## src/rtl/mdu_pkg.sv

```systemverilog
package mdu_pkg;

    typedef enum logic [2:0] {
        OP_MUL    = 3'd0,
        OP_MULH   = 3'd1,
        OP_MULHSU = 3'd2,
        OP_MULHU  = 3'd3,
        OP_DIV    = 3'd4,
        OP_DIVU   = 3'd5,
        OP_REM    = 3'd6,
        OP_REMU   = 3'd7
    } op_e;

    typedef enum logic [1:0] {
        ST_IDLE,
        ST_MUL,
        ST_DIV
    } st_e;

    // sign handling latched at acceptance for the divide path
    typedef struct packed {
        logic neg_q;
        logic neg_r;
        logic want_rem;
    } div_fix_t;

    function automatic logic op_is_div(op_e op);
        return op[2];
    endfunction

    function automatic logic mul_a_signed(op_e op);
        return (op == OP_MULH) || (op == OP_MULHSU);
    endfunction

    function automatic logic mul_b_signed(op_e op);
        return op == OP_MULH;
    endfunction

    function automatic logic mul_wants_high(op_e op);
        return op != OP_MUL;
    endfunction

    function automatic logic div_signed(op_e op);
        return !op[0];
    endfunction

    function automatic logic div_wants_rem(op_e op);
        return op[1];
    endfunction

endpackage

```

## src/rtl/mdu_mul.sv

```systemverilog
module mdu_mul #(
    parameter int XLEN = 32
) (
    input  logic            clk,
    input  logic            rst,
    input  logic            in_valid,
    input  logic [XLEN-1:0] opa,
    input  logic [XLEN-1:0] opb,
    input  logic            a_sgn,
    input  logic            b_sgn,
    input  logic            hi_sel,
    output logic            out_valid,
    output logic [XLEN-1:0] out_res
);
    localparam int EW = XLEN + 1;
    localparam int PW = 2 * EW;

    logic signed [EW-1:0] ea_q, eb_q;
    logic                 hi1_q, v1_q;
    logic signed [PW-1:0] prod_q;
    logic                 hi2_q, v2_q;

    always_ff @(posedge clk) begin
        if (rst) begin
            ea_q   <= '0;
            eb_q   <= '0;
            hi1_q  <= 1'b0;
            v1_q   <= 1'b0;
            prod_q <= '0;
            hi2_q  <= 1'b0;
            v2_q   <= 1'b0;
        end else begin
            v1_q  <= in_valid;
            v2_q  <= v1_q;
            hi2_q <= hi1_q;
            if (in_valid) begin
                ea_q  <= {a_sgn & opa[XLEN-1], opa};
                eb_q  <= {b_sgn & opb[XLEN-1], opb};
                hi1_q <= hi_sel;
            end
            if (v1_q) begin
                prod_q <= $signed({{EW{ea_q[EW-1]}}, ea_q}) * $signed({{EW{eb_q[EW-1]}}, eb_q});
            end
        end
    end

    assign out_valid = v2_q;
    assign out_res   = hi2_q ? prod_q[2*XLEN-1:XLEN] : prod_q[XLEN-1:0];

endmodule

```

## src/rtl/mdu_div.sv

```systemverilog
module mdu_div #(
    parameter int XLEN = 32
) (
    input  logic            clk,
    input  logic            rst,
    input  logic            load,
    input  logic [XLEN-1:0] dividend,
    input  logic [XLEN-1:0] divisor,
    output logic            fin,
    output logic [XLEN-1:0] quo,
    output logic [XLEN-1:0] rem
);
    localparam int CW = $clog2(XLEN + 1);

    logic [XLEN-1:0] rem_q, quo_q, dvs_q;
    logic [CW-1:0]   cnt_q;
    logic            run_q, fin_q;
    logic [XLEN:0]   r_sh, diff;
    logic            fits;

    always_comb begin
        r_sh = {rem_q, quo_q[XLEN-1]};
        diff = r_sh - {1'b0, dvs_q};
        fits = !diff[XLEN];
    end

    always_ff @(posedge clk) begin
        if (rst) begin
            rem_q <= '0;
            quo_q <= '0;
            dvs_q <= '0;
            cnt_q <= '0;
            run_q <= 1'b0;
            fin_q <= 1'b0;
        end else if (load) begin
            rem_q <= '0;
            quo_q <= dividend;
            dvs_q <= divisor;
            cnt_q <= CW'(XLEN);
            run_q <= 1'b1;
            fin_q <= 1'b0;
        end else if (run_q) begin
            rem_q <= fits ? diff[XLEN-1:0] : r_sh[XLEN-1:0];
            quo_q <= {quo_q[XLEN-2:0], fits};
            cnt_q <= cnt_q - CW'(1);
            if (cnt_q == CW'(1)) begin
                run_q <= 1'b0;
                fin_q <= 1'b1;
            end
        end else begin
            fin_q <= 1'b0;
        end
    end

    assign fin = fin_q;
    assign quo = quo_q;
    assign rem = rem_q;

endmodule

```

## src/rtl/mdu_top.sv

```systemverilog
module mdu_top
    import mdu_pkg::*;
#(
    parameter int XLEN = 32
) (
    input  logic            clk,
    input  logic            rst,
    input  logic            start_i,
    input  logic [2:0]      op_i,
    input  logic [XLEN-1:0] a_i,
    input  logic [XLEN-1:0] b_i,
    output logic            busy_o,
    output logic            done_o,
    output logic [XLEN-1:0] result_o
);
    localparam logic [XLEN-1:0] MIN_V = {1'b1, {(XLEN-1){1'b0}}};
    localparam logic [XLEN-1:0] ONES  = '1;

    st_e             st_q;
    logic            done_q;
    logic [XLEN-1:0] res_q;
    div_fix_t        fix_q;

    op_e             op;
    logic            accept, is_div, sgn, b_zero, ovf, special;
    logic            a_neg, b_neg;
    logic [XLEN-1:0] spec_res, mag_a, mag_b;
    div_fix_t        fix_d;

    logic            mul_v, div_fin;
    logic [XLEN-1:0] mul_res, div_quo, div_rem, div_out;

    always_comb begin
        op       = op_e'(op_i);
        accept   = start_i && (st_q == ST_IDLE);
        is_div   = op_is_div(op);
        sgn      = div_signed(op);
        b_zero   = (b_i == '0);
        ovf      = sgn && (a_i == MIN_V) && (b_i == ONES);
        special  = is_div && (b_zero || ovf);
        if (b_zero)
            spec_res = div_wants_rem(op) ? a_i : ONES;
        else
            spec_res = div_wants_rem(op) ? '0 : MIN_V;
        a_neg          = sgn && a_i[XLEN-1];
        b_neg          = sgn && b_i[XLEN-1];
        mag_a          = a_neg ? (~a_i + 1'b1) : a_i;
        mag_b          = b_neg ? (~b_i + 1'b1) : b_i;
        fix_d.neg_q    = a_neg ^ b_neg;
        fix_d.neg_r    = a_neg;
        fix_d.want_rem = div_wants_rem(op);
    end

    mdu_mul #(.XLEN(XLEN)) u_mul (
        .clk       (clk),
        .rst       (rst),
        .in_valid  (accept && !is_div),
        .opa       (a_i),
        .opb       (b_i),
        .a_sgn     (mul_a_signed(op)),
        .b_sgn     (mul_b_signed(op)),
        .hi_sel    (mul_wants_high(op)),
        .out_valid (mul_v),
        .out_res   (mul_res)
    );

    mdu_div #(.XLEN(XLEN)) u_div (
        .clk      (clk),
        .rst      (rst),
        .load     (accept && is_div && !special),
        .dividend (mag_a),
        .divisor  (mag_b),
        .fin      (div_fin),
        .quo      (div_quo),
        .rem      (div_rem)
    );

    always_comb begin
        if (fix_q.want_rem)
            div_out = fix_q.neg_r ? (~div_rem + 1'b1) : div_rem;
        else
            div_out = fix_q.neg_q ? (~div_quo + 1'b1) : div_quo;
    end

    always_ff @(posedge clk) begin
        if (rst) begin
            st_q   <= ST_IDLE;
            done_q <= 1'b0;
            res_q  <= '0;
            fix_q  <= '0;
        end else begin
            done_q <= 1'b0;
            unique case (st_q)
                ST_IDLE: begin
                    if (accept) begin
                        fix_q <= fix_d;
                        if (!is_div) begin
                            st_q <= ST_MUL;
                        end else if (special) begin
                            res_q  <= spec_res;
                            done_q <= 1'b1;
                        end else begin
                            st_q <= ST_DIV;
                        end
                    end
                end
                ST_MUL: begin
                    if (mul_v) begin
                        res_q  <= mul_res;
                        done_q <= 1'b1;
                        st_q   <= ST_IDLE;
                    end
                end
                ST_DIV: begin
                    if (div_fin) begin
                        res_q  <= div_out;
                        done_q <= 1'b1;
                        st_q   <= ST_IDLE;
                    end
                end
                default: st_q <= ST_IDLE;
            endcase
        end
    end

    assign busy_o   = (st_q != ST_IDLE);
    assign done_o   = done_q;
    assign result_o = res_q;

endmodule

```

## config.mk

```make
export PLATFORM = sky130hd
export DESIGN_NAME = mdu_top
export DESIGN_NICKNAME = d
export VERILOG_FILES = /design/src/rtl/mdu_pkg.sv /design/src/rtl/mdu_mul.sv /design/src/rtl/mdu_div.sv /design/src/rtl/mdu_top.sv
export SDC_FILE = /design/constraint.sdc
export NUM_CORES = 2
export LEC_CHECK = 0
export BUFFER_PORTS_ARGS = -buffer_cell sky130_fd_sc_hd__buf_2
export CORE_AREA = 4 4 397 477
export CTS_CLUSTER_SIZE = 24
export DETAILED_ROUTE_END_ITERATION = 6
export DIE_AREA = 0 0 401 481
export SYNTH_ARGS = -nofsm -noshare
export SYNTH_HDL_FRONTEND = slang
export SYNTH_HIERARCHICAL = 1
export SYNTH_SLANG_ARGS = --single-unit
```

## constraint.sdc

```tcl
create_clock -name clk -period 9.9 [get_ports clk]
set_clock_uncertainty 0.1 [all_clocks]
set_input_delay 1.485 -clock clk [delete_from_list [all_inputs] [get_ports clk]]
set_output_delay 1.485 -clock clk [all_outputs]
set_load 0.02 [all_outputs]
```

==> key figures <==
Synth
  – Predominant post-synthesis flop cell: dfxtp_1
  – Register bit count reported by yosys: 276
  – Dominant cells by area after synthesis: fa_1 (41%), dfxtp_1 (10%), inv_1 (7.9%)
  – Syn Area/Cell: 8.93 um^2
  – Syn nets: 7626
  – Synth warnings: 6
  – EDFF count, synth: 0
  – Seq/Total Area, Yosys: 10.0%
  – Cell count after synthesis: 6174
  – Synthesized area: 55100 um^2
  – Leading area contributor after synthesis: fa_1
  – Unique cell type count in the Yosys netlist: 102
  – Synth top area share: 40.9%
  – Ys async rst share: 0%

Clock tree
  – CTS root buffer: clkbuf_16
  – TritonCTS buffer count: 31
  – Postcts setup bufs: 0
  – # H-tree levels: 1
  – Post-CTS resize count: 0
  – Clock Latency Late Sink: 0.59 ns
  – CTS clk-pin slew, worst paths: 0.07 ns
  – CTS tree: done
  – Sink Count: 276
  – Clock tree buffer depth: 3
  – Hold_buf cts: 0

Global routing
  – Global route total overflow: 0
  – Vias in the first global route: 45494
  – Total GRT Usage: 16.7%
  – Initial antenna violation count: 10
  – Pin count of the biggest net entering global routing: 79
  – Global-route wire length before repair: 258000 um

Timing
  – RSZ-0062 raised after global routing: false
  – Final hold violations: 0
  – Relative slew margins: 11.5%
  – Post-Route Setup TNS: 0 ns
  – Achievable clock frequency: 0.115 GHz
  – Tmin final: 8.72 ns
  – Pins Over Slew Limit: 0
  – Final setup fails: 0
  – Tightest Pin Transition: 1.32 ns
  – Tcrit/Tclk final: 88.0%
  – Worst Hold Slack: 0.353 ns

Place
  – DPL Wire Length: 133000 um
  – Placer Congestion: 0.924
  – Buffers on Ports: 103
  – Placed Area: 58100 um^2
  – DP Cell Count: 8469

Hold path
  – Worst Hold Class: reg -> reg
  – HP Start: u_mul/hi1_q

Floorplan
  – Area of the core: 185000 um^2
  – Initial Util: 29.8%
  – Die area: 193000 um^2
  – Cell row count: 173
  – Chip width: 401 um
  – Die Ht: 481 um
  – I/O pin total: 104

Routing
  – DR vias: 42171
  – DRC: 0
  – WL/cell: 19.0 um
  – Final ANT Viol Nets: 0
  – DR vias/cell: 4.94
  – DR pass1 iterations: 6
  – Starting DRT DRC Count: 2872
  – Total routed wirelength: 162000 um

Worst setup path
  – Critical path cell sequence: and2_1 > fa_1 > fa_1 > fa_1 > buf_4 > inv_1 > fa_1 > inv_1 > fa_1 > fa_1 > fa_1 > inv_1 > fa_1 > inv_1 > ha_1 > nand3_1 > or3_1 > o21ai_0 > a31oi_4 > o21ai_2 > o221ai_2 > xnor2_1 > a211oi_2
  – Reg2reg start: u_mul/eb_q[1]
  – CP dominant cell by count: fa_1
  – CP max stage delay: 0.87 ns
  – CP arrival: 9.13 ns
  – Crit. End Element: register
  – Worst setup startpoint: u_mul/eb_q[1]
  – Startpoint types: register
  – Required time of the worst setup path: 10.31 ns
  – Worst path slowest cell: dfxtp_1
  – Setup CP Type: reg -> reg
  – Worst Path Max Fanout: 23

Finish
  – Share of layout cells above drive strength 1: 5.98%
  – Multi-input logic area: 43800 um^2
  – Fill cells: 19371
  – FF/Latch Area: 5540 um^2
  – Fin nets: 7504
  – Commonest non-fill, non-tap cell in the layout: inv_1
  – Commonest non-fill, non-tap cells in the layout: inv_1 (1158), fa_1 (1126), nand2_1 (658)
  – Final Instance Area: 59200 um^2
  – Final core occ: 32.0%
  – Non-Filler Instances: 8529
  – Area Overhead vs Synth: 7.51%

Power
  – P_leak: 28.3 nW
  – Max IR drop VDD: 162 uV
  – Power Density: 93.8 nW/um^2

Job
  – Max Cap Viol: 0

Outcome
  – Outcome: finished, final reports clean
-- critical path: cells and delay by family (launching register included) --
family | cells | cell delay [ns]
AO/OA/AOI/OAI | 5 | 0.95
AND/OR/NAND/NOR | 3 | 0.89
adder cells (fa/ha/maj) | 9 | 4.82
XOR/XNOR | 1 | 0.15
flip-flops | 1 | 0.87
buffers and inverters | 5 | 0.83
-- layer usage --
| metal | share of wire [%] | GRT usage, % | wire length [um] | vias up |
|---|---|---|---|---|
| met5 | 0.035 | 0 | 56 | - |
| met4 | 3.2 | 4.71 | 5220 | 8 |
| met3 | 5.4 | 1.91 | 8750 | 301 |
| met2 | 51 | 30.5 | 82500 | 1295 |
| met1 | 40 | 20.8 | 65300 | 21794 |
| li1 | - | - | - | 18773 |
-- worst paths after layout --
path | to | slack [ns] | depth (start not counted)
max | u_mul/prod_q[63] | 1.18 | 23
min | u_mul/hi2_q | 0.35 | 1
max reg2reg | u_mul/prod_q[63] | 1.18 | 23
min reg2reg | u_mul/hi2_q | 0.35 | 1
-- through the flow --
stage                     setup slack [ns]  power [mW]
after floorplan                       1.96        3.35
after global placement                1.30        4.19
after detailed placement              1.20        4.21
after CTS                             1.19        5.55
after global routing                 0.703        5.89
final                                 1.18        5.56
-- cell families after synthesis --
family	share of synthesized area (%)
AOI/OAI and AO/OA	8.41
xor gates and xnor gates	3.24
adders and majority gates	46.7
buffers and inverters	10.5
DFF	10.0
muxes	4.27
and+or+nand+nor	16.8
-- state kept, by name (all words and copies together), names as in the netlist --
name             cells
done_o               1
fix_q                3
result_o            32
st_q                 2
u_div/cnt_q          6
u_div/dvs_q         32
u_div/fin            1
u_div/quo           32
u_div/rem           32
u_div/run_q          1
u_mul/ea_q          33
u_mul/eb_q          33
u_mul/hi1_q          1
u_mul/hi2_q          1
u_mul/out_valid      1
u_mul/prod_q        64
u_mul/v1_q           1
-- cell usage after synthesis, drive strengths merged, types with 35 or more instances --
| cell | n |
|---|---|
| nand2 | 658 |
| buf | 51 |
| o41ai | 36 |
| o21ai | 123 |
| clkbuf | 311 |
| xnor2 | 132 |
| xor2 | 71 |
| ha | 256 |
| mux2i | 197 |
| nor2b | 41 |
| and2 | 557 |
| nor2 | 347 |
| fa | 1126 |
| inv | 1159 |
| nand3 | 44 |
| dfxtp | 276 |
| a21o | 49 |
| nand2b | 35 |
| nand4 | 35 |
| a211oi | 35 |
| o31ai | 37 |
| nor3 | 47 |
| a21oi | 200 |
-- layout make-up --
type / count / share of cell area, %
Antenna cell: 5 / 0.0211
Clock buffer: 42 / 1.51
Clock inverter: 13 / 0.422
Inverter: 1160 / 7.35
Multi-Input combinational cell: 4376 / 74.0
Sequential cell: 276 / 9.35
Tap cell: 2450 / 5.17
Timing Repair Buffer: 207 / 2.20
-- power by group --
group | total, mW | internal (mW) | switching, mW | leakage [nW]
clock | 1.32 | 0.812 | 0.506 | 0.563
combinational | 2.81 | 1.02 | 1.79 | 25.4
sequential | 1.43 | 1.21 | 0.219 | 2.25
No activity file was read; power rests on OpenSTA's default activity.
